## config.mk

```make
export PLATFORM = sky130hd
export DESIGN_NAME = prescaled_wdog_timer
export DESIGN_NICKNAME = d
export VERILOG_FILES = /design/src/rtl/pwt_pkg.sv /design/src/rtl/pwt_downcnt.sv /design/src/rtl/pwt_regs.sv /design/src/rtl/pwt_ctrl.sv /design/src/rtl/prescaled_wdog_timer.sv
export SDC_FILE = /design/constraint.sdc
export NUM_CORES = 1
export LEC_CHECK = 0
export BUFFER_PORTS_ARGS = -buffer_cell sky130_fd_sc_hd__buf_4
export CORE_MARGIN = 1
export CORE_UTILIZATION = 51
export CTS_CLUSTER_SIZE = 10
export DETAILED_ROUTE_END_ITERATION = 7
export GPL_ROUTABILITY_DRIVEN = 0
export GPL_TIMING_DRIVEN = 0
export PLACE_DENSITY = 0.74
export SETUP_SLACK_MARGIN = 0.15
export SLEW_MARGIN = 20
export SYNTH_ARGS = -nofsm -noshare
export SYNTH_HDL_FRONTEND = slang
export SYNTH_SLANG_ARGS = --single-unit
```

## constraint.sdc

```tcl
create_clock -name clk -period 2.85 [get_ports clk]
set_input_delay 0.285 -clock clk [delete_from_list [all_inputs] [get_ports clk]]
set_output_delay 0.285 -clock clk [all_outputs]
set_load 0.005 [all_outputs]
```

## src/rtl/pwt_pkg.sv

```systemverilog
package pwt_pkg;
  localparam int unsigned BUS_W = 32;
  localparam int unsigned BE_W  = BUS_W / 8;

  // word addresses
  localparam int unsigned ADR_MODE  = 0;
  localparam int unsigned ADR_COUNT = 1;
  localparam int unsigned ADR_STAT  = 2;

  // mode bit positions (all within one byte lane)
  localparam int unsigned B_IRQEN = 8;
  localparam int unsigned B_CONT  = 10;
  localparam int unsigned B_RUN   = 12;
  localparam int unsigned B_WDOG  = 15;
  localparam int unsigned MODE_LANE = B_IRQEN / 8;

  // watchdog restart key
  localparam int unsigned KEY_LANE    = 3;
  localparam logic [7:0]  RESTART_KEY = 8'hA5;

  typedef struct packed {
    logic wdog;
    logic run;
    logic cont;
    logic irq_en;
  } mode_t;
endpackage

```

## src/rtl/pwt_downcnt.sv

```systemverilog
module pwt_downcnt #(
  parameter int unsigned W = 16
) (
  input  logic         clk,
  input  logic         rst_n,
  input  logic         load,
  input  logic         step,
  input  logic [W-1:0] load_val,
  output logic         at_one
);
  // a value of 0 wraps to all ones on the next step, giving 2**W steps
  logic [W-1:0] cnt_q, cnt_d;
  logic         cnt_ce;

  always_comb begin
    cnt_ce = load | step;
    if (load) cnt_d = load_val;
    else      cnt_d = cnt_q - 1'b1;
  end

  always_ff @(posedge clk or negedge rst_n) begin
    if (!rst_n)      cnt_q <= '0;
    else if (cnt_ce) cnt_q <= cnt_d;
  end

  assign at_one = (cnt_q == W'(1));
endmodule

```

## src/rtl/pwt_regs.sv

```systemverilog
module pwt_regs
  import pwt_pkg::*;
#(
  parameter int unsigned ADDR_W = 2,
  parameter int unsigned CW     = 32
) (
  input  logic              clk,
  input  logic              rst_n,
  input  logic              we,
  input  logic [ADDR_W-1:0] addr,
  input  logic [BE_W-1:0]   be,
  input  logic [BUS_W-1:0]  wdata,
  input  logic              expire_evt,
  input  logic              hw_stop,
  output mode_t             mode,
  output logic [CW-1:0]     cnt_nxt,
  output logic              flag,
  output logic              reload,
  output logic [BUS_W-1:0]  rdata
);
  mode_t           mode_q, mode_w, mode_d;
  logic [CW-1:0]   cnt_q, cnt_d;
  logic            flag_q, flag_d;
  logic            sel_mode, sel_cnt, sel_stat, kick, clr_flag;
  logic [BUS_W-1:0] wide;

  always_comb begin
    sel_mode = we && (addr == ADDR_W'(ADR_MODE));
    sel_cnt  = we && (addr == ADDR_W'(ADR_COUNT));
    sel_stat = we && (addr == ADDR_W'(ADR_STAT));
  end

  // count register with per-lane writes
  always_comb begin
    wide = BUS_W'(cnt_q);
    for (int b = 0; b < int'(BE_W); b++) begin
      if (sel_cnt && be[b]) wide[8*b +: 8] = wdata[8*b +: 8];
    end
    cnt_d = wide[CW-1:0];
  end

  // software view of the next mode, and reload sources
  always_comb begin
    mode_w = mode_q;
    if (sel_mode && be[MODE_LANE]) begin
      mode_w.wdog   = wdata[B_WDOG];
      mode_w.run    = wdata[B_RUN];
      mode_w.cont   = wdata[B_CONT];
      mode_w.irq_en = wdata[B_IRQEN];
    end
    kick   = sel_mode && be[KEY_LANE] && (wdata[8*KEY_LANE +: 8] == RESTART_KEY)
             && mode_q.wdog && mode_q.run;
    reload = sel_cnt || (mode_w.run && !mode_q.run) || kick;
  end

  // hardware stop overrides the software write
  always_comb begin
    mode_d = mode_w;
    if (hw_stop) mode_d.run = 1'b0;
  end

  always_comb begin
    clr_flag = sel_stat && be[0] && wdata[0];
    flag_d   = (flag_q && !clr_flag) || expire_evt;
  end

  always_ff @(posedge clk or negedge rst_n) begin
    if (!rst_n) begin
      mode_q <= '0;
      cnt_q  <= '0;
      flag_q <= 1'b0;
    end else begin
      mode_q <= mode_d;
      if (sel_cnt) cnt_q <= cnt_d;
      flag_q <= flag_d;
    end
  end

  always_comb begin
    rdata = '0;
    unique case (addr)
      ADDR_W'(ADR_MODE): begin
        rdata[B_WDOG]  = mode_q.wdog;
        rdata[B_RUN]   = mode_q.run;
        rdata[B_CONT]  = mode_q.cont;
        rdata[B_IRQEN] = mode_q.irq_en;
      end
      ADDR_W'(ADR_COUNT): rdata = BUS_W'(cnt_q);
      ADDR_W'(ADR_STAT):  rdata[0] = flag_q;
      default:            rdata = '0;
    endcase
  end

  assign mode    = mode_q;
  assign cnt_nxt = cnt_d;
  assign flag    = flag_q;
endmodule

```

## src/rtl/pwt_ctrl.sv

```systemverilog
module pwt_ctrl
  import pwt_pkg::*;
(
  input  logic  clk,
  input  logic  rst_n,
  input  mode_t mode,
  input  logic  reload,
  input  logic  pre_one,
  input  logic  cnt_one,
  output logic  pre_load,
  output logic  pre_step,
  output logic  cnt_load,
  output logic  cnt_step,
  output logic  expire_evt,
  output logic  hw_stop,
  output logic  wdt_pulse
);
  logic tick, expire, expire_eff, wdt_d, wdt_q;

  always_comb begin
    tick       = mode.run && pre_one;
    expire     = tick && cnt_one;
    expire_eff = expire && !reload;
    pre_step   = mode.run;
    pre_load   = reload || tick;
    cnt_step   = tick;
    cnt_load   = reload || expire;
    expire_evt = expire_eff && !mode.wdog;
    hw_stop    = expire_eff && (mode.wdog || !mode.cont);
    wdt_d      = expire_eff && mode.wdog;
  end

  always_ff @(posedge clk or negedge rst_n) begin
    if (!rst_n) wdt_q <= 1'b0;
    else        wdt_q <= wdt_d;
  end

  assign wdt_pulse = wdt_q;
endmodule

```

## src/rtl/prescaled_wdog_timer.sv

```systemverilog
module prescaled_wdog_timer
  import pwt_pkg::*;
#(
  parameter int unsigned ADDR_W = 2,
  parameter int unsigned PRE_W  = 16,
  parameter int unsigned CNT_W  = 16
) (
  input  logic              clk,
  input  logic              rst_n,
  input  logic              bus_we,
  input  logic [ADDR_W-1:0] bus_addr,
  input  logic [3:0]        bus_be,
  input  logic [31:0]       bus_wdata,
  output logic [31:0]       bus_rdata,
  output logic              irq,
  output logic              wdt_reset
);
  localparam int unsigned CW = PRE_W + CNT_W;

  mode_t          mode_s;
  logic [CW-1:0]  cnt_nxt;
  logic           flag_s, reload_s, expire_evt, hw_stop;
  logic           pre_load, pre_step, pre_one;
  logic           cnt_load, cnt_step, cnt_one;

  pwt_regs #(.ADDR_W(ADDR_W), .CW(CW)) u_regs (
    .clk(clk), .rst_n(rst_n), .we(bus_we), .addr(bus_addr), .be(bus_be),
    .wdata(bus_wdata), .expire_evt(expire_evt), .hw_stop(hw_stop),
    .mode(mode_s), .cnt_nxt(cnt_nxt), .flag(flag_s), .reload(reload_s),
    .rdata(bus_rdata)
  );

  pwt_downcnt #(.W(PRE_W)) u_pre (
    .clk(clk), .rst_n(rst_n), .load(pre_load), .step(pre_step),
    .load_val(cnt_nxt[CW-1 -: PRE_W]), .at_one(pre_one)
  );

  pwt_downcnt #(.W(CNT_W)) u_per (
    .clk(clk), .rst_n(rst_n), .load(cnt_load), .step(cnt_step),
    .load_val(cnt_nxt[CNT_W-1:0]), .at_one(cnt_one)
  );

  pwt_ctrl u_ctrl (
    .clk(clk), .rst_n(rst_n), .mode(mode_s), .reload(reload_s),
    .pre_one(pre_one), .cnt_one(cnt_one), .pre_load(pre_load),
    .pre_step(pre_step), .cnt_load(cnt_load), .cnt_step(cnt_step),
    .expire_evt(expire_evt), .hw_stop(hw_stop), .wdt_pulse(wdt_reset)
  );

  assign irq = flag_s && mode_s.irq_en;
endmodule

```

== Word level (Yosys, flattened, before mapping) ==
Cells that the tools add are included.
Widths: inputs -> output; s select.

* Add/subtract/negate cells: 2
* Eq/ne operators: 5
* Mux-type cells: 18
* Bitwise logic cells: 2
* Reductions and logical operators: 35

{| class="wikitable"
|+ Operators with widths
! cell !! count
|-
| $mux 16 || 3
|-
| $eq 16x1->1 const B || 2
|-
| $mux 8 || 4
|-
| $sub 16x1->16 const B || 2
|-
| $logic_and 1x1->1 || 23
|-
| $pmux 1 s2 || 5
|-
| $eq 8x8->1 const B || 1
|-
| $mux 7 || 1
|-
| $logic_or 1x1->1 || 6
|-
| $logic_not 1->1 || 5
|-
| $mux 1 || 3
|-
| $mux 3 || 1
|-
| $eq 2x1->1 const B || 1
|-
| $eq 2x2->1 const B || 1
|-
| $logic_not 2->1 || 1
|-
| $mux 2 || 1
|-
| $or 1x1->1 || 2
|}

* Register bits after elaboration: 70
* Bits of input ports: 41
* Output and inout bits: 34
* Logic and storage cells: 71

== Logic depth before layout (Yosys ltp) ==
Gate-level depths: netlist of the first run.

* Word-level depth: 11
* Mapped depth: 10
* Depth with buffers taken out: 8

== Modules after synthesis ==
Synthesis of the first run repeated with hierarchy kept, for this count alone.

* Cells, all modules: 373
* Area total of the unflattened synthesis: 4315.4 µm²

{| class="wikitable"
|+ Modules (own cells, without submodules)
! module !! times used !! cells each !! area each (µm²) !! sequential area each (µm²)
|-
| pwt_regs || 1 || 166 || 2328.5 || 925.9
|-
| pwt_downcnt || 2 || 98 || 949.7 || 400.4
|-
| pwt_ctrl || 1 || 10 || 81.3 || 25.0
|-
| prescaled_wdog_timer || 1 || 1 || 6.3 || 0.0
|}

== Worst setup path before layout of the first run ==
Ideal clock, no wire load.

* Path kind: register to register
* Start: register u_pre.cnt_q[0]
* End: register u_pre.cnt_q[8]
* Library setup time: 127 ps
* Arrival time: 1720 ps
* Data required time: 2723 ps
* Slack: 1002 ps
* Cell stages (with the launch flop): 8
* Path buffers: 0
* Period minus slack after synthesis: 1848 ps
* Path through: dfrtp_1 -> inv_1 -> ha_1 -> nand3b_1 -> or3_1 -> nor4_1 -> xor2_1 -> mux2_1

* Cells in the longest elaborated chain, start to end: 4
* Elaborated cells on any way between the ends: 6
* Classes of those cells: 1 x add/sub; 1 x eq/ne; 1 x mux; 1 x bitwise; 2 x reduce/logical

{| class="wikitable"
|+ RTL lines
! what !! RTL line !! RTL
|-
| from (decl) || pwt_downcnt.sv:12 || <nowiki>logic [W-1:0] cnt_q, cnt_d;</nowiki>
|-
| from (signal assigned) || pwt_downcnt.sv:23 || <nowiki>else if (cnt_ce) cnt_q <= cnt_d;</nowiki>
|-
| branches (longest 4 deep; another with $sub 16x1->16) || -- ||
|}

Parallel ways; which one is timed is not known.
A chain may end at the register's enable or synchronous reset.

== Worst setup path in the final report of the first run ==
* Start: register u_pre.cnt_q[0]
* End: register u_pre.cnt_q[14]

The elaborated chain is that of the path after synthesis.

==> out/results.txt, run 1 <==
Largest net degree at the start of global routing: 71
Final worst setup slack: 0.759 ns
GRT busiest layer: met2
Post-synthesis adder-cell area fraction: 2.24%
Maxcap violations: 0
Finished Core Util: 65.2%
Simple-gate share of the synthesized area: 20.7%
# IOs: 75
Filler cell count in the final layout: 579
PortBufs: 73
Final period util: 73.4%
Setup bufs post-CTS: 0
Die height: 89.5 um
# resized after CTS: 0
Post-synthesis mux area share: 11.4%
Syn avg cell area: 10.9 um^2
Largest family of logic cells by synthesized area: simple AND/OR/NAND/NOR gates
Worst-margin pin slew: 0.873 ns
Initial DRC Count: 165
# DRC: 0
Status: finished, final reports clean
Clk_lat worst skew: 0.36 ns
Synth Cell Area: 3910 um^2
CTS tree: built
Synth top area share: 44.8%
Via count of the routed design: 2966
Synth Area in XOR/XNOR: 3.14%
Final hold slack: 0.0423 ns
Setup Skew: 0.0149 ns
Yosys Warn Count: 0
Site row count: 31
Worst EP required: 3.09 ns
Die W: 89.5 um
Slew margin rel.: 41.8%
Pre-CTS WS: 0.717 ns
Most common cell in the netlist: dfrtp_1
Post-synthesis sequential area ratio: 44.8%
Antenna violations before repair: 0
Top post-synthesis cells by count: 70 x dfrtp_1, 35 x mux2_2, 29 x and2_1
Met1 Use GR: 35.5%
Hold Crit Class: input port to asynchronous set/reset pin
GRT Residual Overflow: 0
Endpoints failing setup: 0
Ys async rst share: 100%
Clock root cell: clkbuf_8
Crit path DAT: 2.33 ns
Core ar.: 7330 um^2
Peak VDD IR: 329 uV
Post-DR wirelength/cell: 15.8 um
Initial Utilization: 53.3%
Cell count after synthesis: 357
Yosys top cell by area: dfrtp_1
Max Freq: 0.478 GHz
Crit start category: flip-flop
Vias in the first global route: 2928
R2r setup slk: 0.76 ns
Post-Route WL: 8590 um
Die ar.: 8020 um^2
Num CTS Buffers: 9
Initial DRT Pass Iterations: 4
Area grow syn2layout: 22.3%
Final Hold Viols: 0
Count of pins over their slew limit: 0
Post-DP HPWL: 6230 um
Most used DFF post-synth: dfrtp_1
GR Util met2: 36.0%
Post-synthesis compound-gate area fraction: 13.8%
EDFF count, synth: 0
Nets@finish: 489
Hold_buf cts: 0
Largest cells by area after synthesis: dfrtp_1 45%, mux2_2 10%, and2_1 4.6%
Max Buffers Root-to-Sink: 2
Unique masters post-synth: 65
Pleak: 2.07 nW
Layout cells sized above 1: 37.4%
Yosys reg bits: 70
CP Max Fanout: 5
Post-route antenna net violation count: 0
Layout Cells excl Fill: 545
CP Capture Type: flip-flop
Clk slew on worst S/H paths: 0.08 ns
# clock sinks: 70
Grt met3 use: 2.95%
Syn nets: 405
Antenna cell count: 0
First-pass GRT wire length: 14400 um
Htree depth: 3
Final Critical Period: 2.09 ns
Placed cells: 529
Power density over the cells: 645 nW/um^2
RSZ-0062 raised after global routing: false
Register area: 1750 um^2
Multi-input gate area: 2010 um^2
Gr usage total: 24.3%
CP Class: flip-flop to flip-flop
Setup TNS: 0 ns
Vias per cell: 5.44
[layout make-up]
class,instances,area share (%)
inverter,8,0.628
sequential,70,36.6
multi-input combinational,264,42.0
clock inverter,5,1.23
timing repair buffer,73,11.5
buffer,15,2.54
tap,99,2.59
clock buffer,11,2.96
[layout by cell type (no fill, tap or decap), types with 5 or more instances in the layout]
master     instances
buf_4             75
dfrtp_1           70
mux2_2            35
and2_1            29
nor2_1            26
nand2_1           23
a21oi_1           12
nand3_1           10
clkbuf_8          10
a21oi_2            9
inv_1              8
xor2_1             8
o21ai_1            7
ha_1               7
o21ai_0            6
nor3_1             6
xnor2_1            6
nor4_1             5
a2bb2oi_1          5
[cell families (layout without fill, tap and decap cells)]
| family | Yosys count | count (layout) |
|---|---|---|
| adders and majority gates | 7 | 7 |
| xor gates and xnor gates | 14 | 14 |
| buffers and inverters | 23 | 112 |
| and+or+nand+nor | 132 | 132 |
| muxes | 40 | 40 |
| AOI/OAI and AO/OA | 71 | 71 |
| DFF | 70 | 70 |
[layer usage]
| metal | share of wire [%] | wire, um |
|---|---|---|
| met1 | 49 | 4190 |
| met2 | 45 | 3870 |
| met3 | 4.1 | 353 |
| met4 | 2.1 | 180 |
| met5 | 0 | 0 |
[critical path, cell delays in order, from the launching register on]
cell	delay, ns
dfrtp_1	0.47
inv_1	0.10
ha_1	0.17
nand3b_1	0.12
or3_1	0.41
nor3b_2	0.33
nand2_1	0.11
xor2_1	0.20
a21oi_2	0.08
[final timing paths]
| check | depth (start not counted) | to | startpoint |
|---|---|---|---|
| hold reg to reg | 1 | u_regs.cnt_q[22] | u_regs.cnt_q[22] |
| setup reg to reg | 8 | u_pre.cnt_q[14] | u_pre.cnt_q[0] |
| hold / removal | 1 | u_regs.cnt_q[26] | rst_n |
| min in group clk | 2 | u_regs.cnt_q[22] | bus_wdata[22] |
| setup / recovery | 8 | u_pre.cnt_q[14] | u_pre.cnt_q[0] |
| max in group asynchronous | 1 | u_per.cnt_q[5] | rst_n |
[report_power, final]
group | leakage, nW | switching [mW] | internal, mW
Sequential | 0.824 | 0.241 | 1.24
Clock | 0.0955 | 0.387 | 0.428
Combinational | 1.15 | 0.354 | 0.431
[flip-flops by register name, indices dropped and copies added (netlist names)]
register	count
u_regs.cnt_q	32
u_per.cnt_q	16
u_pre.cnt_q	16
u_regs.mode	4
u_ctrl.wdt_pulse	1
u_regs.flag	1
[stage by stage]
stage                     area, um^2  power [mW]
after floorplan                 3910        2.00
after global placement          4580        2.25
after detailed placement        4580        2.28
after CTS                       4780        3.11
after global routing            4780        3.27
final                           4780        3.09
No activity file was read; power rests on OpenSTA's default activity.
==> run 2: changes to the inputs <==
--- a/config.mk
+++ b/config.mk
@@ -5,6 +5,7 @@
 export SDC_FILE = /design/constraint.sdc
 export NUM_CORES = 1
 export LEC_CHECK = 0
+export ABC_AREA = 1
 export BUFFER_PORTS_ARGS = -buffer_cell sky130_fd_sc_hd__buf_4
 export CORE_MARGIN = 1
 export CORE_UTILIZATION = 51
@@ -12,7 +13,7 @@
 export DETAILED_ROUTE_END_ITERATION = 7
 export GPL_ROUTABILITY_DRIVEN = 0
 export GPL_TIMING_DRIVEN = 0
-export PLACE_DENSITY = 0.74
+export PLACE_DENSITY = 0.76
 export SETUP_SLACK_MARGIN = 0.15
 export SLEW_MARGIN = 20
 export SYNTH_ARGS = -nofsm -noshare
==> constraint.sdc (replaced) <==
create_clock -name clk -period 1.9 [get_ports clk]
set_input_delay 0.19 -clock clk [delete_from_list [all_inputs] [get_ports clk]]
set_output_delay 0.19 -clock clk [all_outputs]
set_load 0.005 [all_outputs]
==> run 2 against run 1 <==
Compared with the run above: fmax rose by 24%; sequential power rose by 59%; critical path type unchanged; synthesized area increased by 12%; cell count grew 52%; sequential cell count is the same; non-clock buffer count grew 18.
==> out/results.txt, run 2 <==
Peak VDD IR: 493 uV (+50%)
Placed cells: 798 (+51%)
Site row count: 33 (+6.5%)
EDFF count, synth: 0 (unchanged)
CP Class: flip-flop to flip-flop
Nets@finish: 767 (+57%)
Power density over the cells: 1120 nW/um^2 (+73%)
Worst EP required: 2.14 ns (-0.95 ns)
# IOs: 75 (unchanged)
Filler cell count in the final layout: 703 (+21%)
Ys async rst share: 100% (unchanged)
Post-DR wirelength/cell: 13.1 um (-17%)
Post-DP HPWL: 7980 um (+28%)
Core ar.: 8260 um^2 (+13%)
Vias per cell: 5.10 (-6.2%)
Die height: 94.8 um (+5.9%)
Clk_lat worst skew: 0.36 ns (about the same)
Final period util: 88.5% (+15 points)
Final hold slack: 0.0402 ns (-0.00206 ns)
PortBufs: 74 (+1.4%)
Synth top area share: 39.9% (-4.9 points)
Antenna violations before repair: 0 (unchanged)
# DRC: 0 (unchanged)
Crit path DAT: 1.92 ns (-0.41 ns)
Antenna cell count: 0 (unchanged)
Synth Cell Area: 4390 um^2 (+12%)
CTS tree: built
Layout cells sized above 1: 23.5% (-14 points)
Maxcap violations: 0 (unchanged)
Initial Utilization: 53.2% (-0.15 points)
Largest net degree at the start of global routing: 71 (unchanged)
Largest cells by area after synthesis: dfrtp_1 40%, nand2_1 19%, inv_1 8.5%
CP Capture Type: flip-flop
Pleak: 3.04 nW (+47%)
Top post-synthesis cells by count: 218 x nand2_1, 99 x inv_1, 70 x dfrtp_1
Post-route antenna net violation count: 0 (unchanged)
Max Freq: 0.595 GHz (+24%)
Endpoints failing setup: 0 (unchanged)
GRT Residual Overflow: 0 (unchanged)
First-pass GRT wire length: 17900 um (+24%)
Unique masters post-synth: 34 (-48%)
Count of pins over their slew limit: 0 (unchanged)
Clk slew on worst S/H paths: 0.09 ns (about the same)
RSZ-0062 raised after global routing: true
Final Hold Viols: 0 (unchanged)
Most used DFF post-synth: dfrtp_1
Largest register FFs: 32 (unchanged)
Final Critical Period: 1.68 ns (-0.410 ns)
Syn nets: 667 (+65%)
Initial DRT Pass Iterations: 5 (+1)
Gr usage total: 25.9% (+1.6 points)
Post-synthesis sequential area ratio: 39.9% (-4.9 points)
Final worst setup slack: 0.219 ns (-0.540 ns)
Most common cell after layout, fill and taps aside: nand2_1
Vias in the first global route: 3947 (+35%)
Clock root cell: clkbuf_8
Layout Cells excl Fill: 829 (+52%)
Yosys reg bits: 70 (unchanged)
Cell count after synthesis: 619 (+73%)
Syn avg cell area: 7.09 um^2 (-35%)
Num CTS Buffers: 9 (unchanged)
Setup Skew: 0.0148 ns (-0.0000761 ns)
Via count of the routed design: 4232 (+43%)
Commonest cells after routing, fill and taps aside: 217 x nand2_1, 97 x inv_1, 90 x buf_4
Htree depth: 3 (unchanged)
CP Max Fanout: 5 (unchanged)
Most common cell in the netlist: nand2_1
Hold Crit Class: input port to flip-flop
Pre-CTS WS: -0.0264 ns (-0.744 ns)
Yosys top cell by area: dfrtp_1
Largest Register: u_regs.cnt_q
Die W: 94.8 um (+5.9%)
Top flop regs: u_regs.cnt_q x32, u_per.cnt_q x16, u_pre.cnt_q x16
Area grow syn2layout: 25.1%
Yosys Warn Count: 0 (unchanged)
Worst-margin pin slew: 0.890 ns (+0.0161 ns)
Post-Route WL: 10900 um (+27%)
Max Buffers Root-to-Sink: 2 (unchanged)
Die ar.: 8980 um^2 (+12%)
Setup TNS: 0 ns (unchanged)
Slew margin rel.: 40.7% (-1.1 points)
Crit start category: flip-flop
Status: finished, final reports clean
Initial DRC Count: 217 (+32%)
# clock sinks: 70 (unchanged)
## run 2: cell count changes in the layout (fill, tap and decap cells not counted), moves of 11 or more
cell | before | now
nand2_1 | 23 | 217
and2_1 | 29 | 0
mux2_2 | 35 | 10
o21ai_0 | 6 | 29
a21oi_1 | 12 | 1
nand3_1 | 10 | 50
buf_4 | 75 | 90
nor2_1 | 26 | 43
inv_1 | 8 | 97
## run 2: cell type report
cell class                 count  area (um^2)  area share [%]
inverter                     105          394            7.17
sequential                    70         1760            32.0
clock inverter                 6         93.8            1.71
tap                          105          131            2.39
buffer                        17          123            2.23
timing repair buffer          89          678            12.3
multi-input combinational    427         2190            39.9
clock buffer                  10          128            2.32
## run 2: path summary, 6_finish.rpt
check,from,endpoint,slack [ns],cells after the start
max,u_pre.cnt_q[7],u_per.cnt_q[13],0.22,9
min,bus_wdata[10],u_regs.mode[1],0.04,3
min reg2reg,u_regs.cnt_q[7],u_regs.cnt_q[7],0.51,2
min in group asynchronous,rst_n,u_regs.cnt_q[27],0.47,2
max reg2reg,u_pre.cnt_q[7],u_per.cnt_q[13],0.22,9
max in group asynchronous,rst_n,u_pre.cnt_q[0],0.78,2
## run 2: what timing repair did
action                                  in CTS  in global routing
resized for setup                            1                 31
cloned                                       0                  1
pin swaps                                    1                  8
endpoints found under the setup margin      24                 42
hold buffers                                 1                  0
endpoints found under the hold margin       70                  0
setup buffers                                1                 12
## run 2: cells by family (layout without fill, tap and decap cells)
| family | after synthesis | after routing | share of synthesized area, % |
|---|---|---|---|
| buffers and inverters | 122 | 227 | 11.6 |
| flip-flops | 70 | 70 | 39.9 |
| AND/OR/NAND/NOR | 346 | 346 | 34.2 |
| AO/OA/AOI/OAI | 43 | 43 | 5.50 |
| multiplexers | 11 | 11 | 2.82 |
| adder cells (fa/ha/maj) | 7 | 7 | 1.99 |
| XOR/XNOR | 20 | 20 | 3.99 |
## run 2: through the flow
stage	cell area (um^2)	power [mW]	util [%]
floorplan	4390	3.89	-
global placement	5080	4.42	61.5
detailed placement	5080	4.51	61.5
CTS	5320	5.89	64.4
global route	5490	6.62	66.5
finish	5490	6.15	66.5
## run 2: per-layer routing
layer	routed length, um	track usage (%)
met5	0	0
met4	207	9.09
met3	572	5.31
met2	5590	45.4
met1	4510	31.4
## run 2: report_power, final
| group | switching [mW] | internal [mW] |
|---|---|---|
| sequential | 0.450 | 1.92 |
| clock | 0.611 | 0.749 |
| combinational | 1.37 | 1.05 |
## run 2: critical path, stage by stage (launching register included)
cell and delay (ns):
dfrtp_1 0.42, nor2_2 0.16, nand2_1 0.10, nor2_2 0.17, nand3_4 0.14, o21ai_4 0.22
buf_6 0.15, nand2_1 0.07, nand2_1 0.08, nand2_1 0.05
==> run 3: changes to the inputs <==
--- a/config.mk
+++ b/config.mk
@@ -14,7 +14,7 @@
 export GPL_ROUTABILITY_DRIVEN = 0
 export GPL_TIMING_DRIVEN = 0
 export PLACE_DENSITY = 0.76
-export SETUP_SLACK_MARGIN = 0.15
+export SETUP_SLACK_MARGIN = 0.4
 export SLEW_MARGIN = 20
 export SYNTH_ARGS = -nofsm -noshare
 export SYNTH_HDL_FRONTEND = slang
==> run 3 against run 2 <==
Compared with the run above: fmax is 1.3% lower; core utilization is 8.2 points higher; final area is 12% higher; largest cell class unchanged.
==> out/results.txt, run 3 (same netlist as run 2, synthesis figures left out) <==
Clock root cell: clkbuf_8
Commonest cells after routing, fill and taps aside: 180 x nand2_1, 102 x buf_4, 95 x inv_1
Reg power frac: 34.1% (-4.5 points)
Grt met3 use: 5.31% (unchanged)
Slew margin rel.: 39.6% (-1.1 points)
Worst-margin pin slew: 0.906 ns (+0.0163 ns)
Core ar.: 8260 um^2 (unchanged)
Status: finished, final reports clean
PortBufs: 74 (unchanged)
Sw Share: 42.9% (+3.4 points)
Vias in the first global route: 4354 (+10%)
GRT Residual Overflow: 0 (unchanged)
Placed cells: 798 (unchanged)
Power density over the cells: 1140 nW/um^2 (+2.1%)
Via count of the routed design: 4580 (+8.2%)
Peak VDD IR: 511 uV (+3.6%)
GRT busiest layer: met2
Top flop regs: u_regs.cnt_q x32, u_per.cnt_q x16, u_pre.cnt_q x16
Pleak: 3.38 nW (+11%)
Htree depth: 3 (unchanged)
Antenna cell count: 0 (unchanged)
Finished Core Util: 74.7% (+8.2 points)
Most common cell after layout, fill and taps aside: nand2_1
RSZ-0062 raised after global routing: true
Nets@finish: 789 (+2.9%)
First-pass GRT wire length: 20100 um (+12%)
Die W: 94.8 um (unchanged)
CP Max Fanout: 5 (unchanged)
Worst EP required: 2.14 ns (about the same)
Gr usage total: 29.5% (+3.6 points)
Internal: 4.03 mW (+8.4%)
Max Buffers Root-to-Sink: 2 (unchanged)
Post-DP HPWL: 8090 um (+1.4%)
Psw: 3.03 mW (+24%)
Max Freq: 0.587 GHz (-1.3%)
Largest Register: u_regs.cnt_q
Crit path DAT: 1.95 ns (+0.03 ns)
Clk slew on worst S/H paths: 0.10 ns (about the same)
Num CTS Buffers: 9 (unchanged)
Post-route antenna net violation count: 0 (unchanged)
Setup Skew: 0.0211 ns (+0.00628 ns)
Hold Crit Class: input port to flip-flop
Final hold slack: 0.0353 ns (-0.00495 ns)
Die ar.: 8980 um^2 (unchanged)
Cells along the critical path: nor2_2 -> nand2_1 -> nor2_4 -> nand3_4 -> o21ai_4 -> buf_8 -> nand2_2 -> nand2_1 -> nand2_1
# DRC: 0 (unchanged)
Die height: 94.8 um (unchanged)
Final period util: 89.7% (+1.2 points)
Initial Utilization: 53.2% (unchanged)
Crit start category: flip-flop
Site row count: 33 (unchanged)
Power share of the clock group: 19.2% (-2.9 points)
Maxcap violations: 0 (unchanged)
Layout cells sized above 1: 37.2% (+14 points)
Post-Route WL: 14000 um (+29%)
Count of pins over their slew limit: 0 (unchanged)
Initial DRT Pass Iterations: 5 (unchanged)
Vias per cell: 5.39 (+5.5%)
CTS tree: built
Total power: 7.06 mW (+15%)
GR Util met2: 53.2% (+7.8 points)
Post-DR wirelength/cell: 16.5 um (+26%)
Initial DRC Count: 294 (+35%)
Final Hold Viols: 0 (unchanged)
Endpoints failing setup: 0 (unchanged)
CP Class: flip-flop to flip-flop
Layout Cells excl Fill: 850 (+2.5%)
# clock sinks: 70 (unchanged)
Comb pwr share: 46.7% (+7.4 points)
Antenna violations before repair: 0 (unchanged)
Final Critical Period: 1.70 ns (+0.0228 ns)
# IOs: 75 (unchanged)
Clk_lat worst skew: 0.37 ns (about the same)
CP Capture Type: flip-flop
Largest net degree at the start of global routing: 71 (unchanged)
Area grow syn2layout: 40.6%
Met1 Use GR: 33.2% (+1.9 points)
Slowest cell on crit path: dfrtp_1
Crit path top cell by count: nand2_1
Largest register FFs: 32 (unchanged)
Worst path max stage delay: 0.42 ns (about the same)
[run 3: cell count changes in the layout (fill, tap and decap cells not counted), moves of 7 or more]
cell,delta
buf_4,+12
nor2_2,+13
nand3_2,+18
nand3_1,-18
nand2_1,-37
o21ai_1,+8
nand2_4,+14
nand2_2,+22
o21ai_0,-7
nor2_1,-17
[run 3: power groups by stage]
| stage | logic [mW] | clock network (mW) | registers (mW) |
|---|---|---|---|
| final | 3.29 | 1.36 | 2.41 |
| after global routing | 3.56 | 1.43 | 2.45 |
| after CTS | 2.63 | 1.35 | 2.31 |
| after detailed placement | 2.16 | 0 | 2.35 |
| after global placement | 2.09 | 0 | 2.33 |
| after floorplan | 1.65 | 0 | 2.25 |
[run 3: what timing repair did]
| item | in CTS | in global routing |
|---|---|---|
| endpoints found under the setup margin | 54 | 67 |
| hold buffers | 1 | 0 |
| pin swaps | 25 | 27 |
| hold endpoints to repair | 50 | 0 |
| setup buffers | 25 | 5 |
| cloned | 4 | 2 |
| resized for setup | 66 | 110 |
[run 3: critical path: cells and delay by family (launching register included)]
family,cells,cell delay [ns]
AND/OR/NAND/NOR,7,0.72
AO/OA/AOI/OAI,1,0.24
flip-flops,1,0.42
buffers and inverters,1,0.19
[run 3: layout make-up]
type | count | area [um^2]
inverter | 105 | 407
timing repair buffer | 111 | 932
clock inverter | 6 | 86.3
fill | 597 | 2090
sequential | 70 | 1760
clock buffer | 9 | 124
tap | 105 | 131
buffer | 17 | 166
multi-input combinational | 427 | 2560
[run 3: worst paths after layout]
| kind | from | endpoint | slack [ns] | cells after the start |
|---|---|---|---|---|
| worst max-delay path | u_pre.cnt_q[7] | u_per.cnt_q[5] | 0.20 | 9 |
| worst min-delay path | bus_wdata[10] | u_regs.mode[1] | 0.04 | 3 |
| worst max register to register | u_pre.cnt_q[7] | u_per.cnt_q[5] | 0.20 | 9 |
| worst min register to register | u_regs.mode[1] | u_regs.mode[1] | 0.51 | 2 |
| max in group asynchronous | rst_n | u_per.cnt_q[5] | 0.76 | 2 |
| min in group asynchronous | rst_n | u_pre.cnt_q[9] | 0.49 | 2 |
[run 3: routing by layer]
metal / share of wire (%) / vias to the layer above
met5: 0 / -
met4: 5.2 / 0
met3: 6.6 / 58
met2: 51 / 189
met1: 37 / 2197
li1: - / 2136
[run 3: through the flow]
stage	cell area, um^2	TNS [ns]	setup WS [ns]
floorplan	4390	0	0.403
global placement	5080	-0.0168	-0.0161
detailed placement	5080	-0.115	-0.0489
CTS	5760	0	0.268
global route	6170	0	0.120
finish	6170	0	0.196
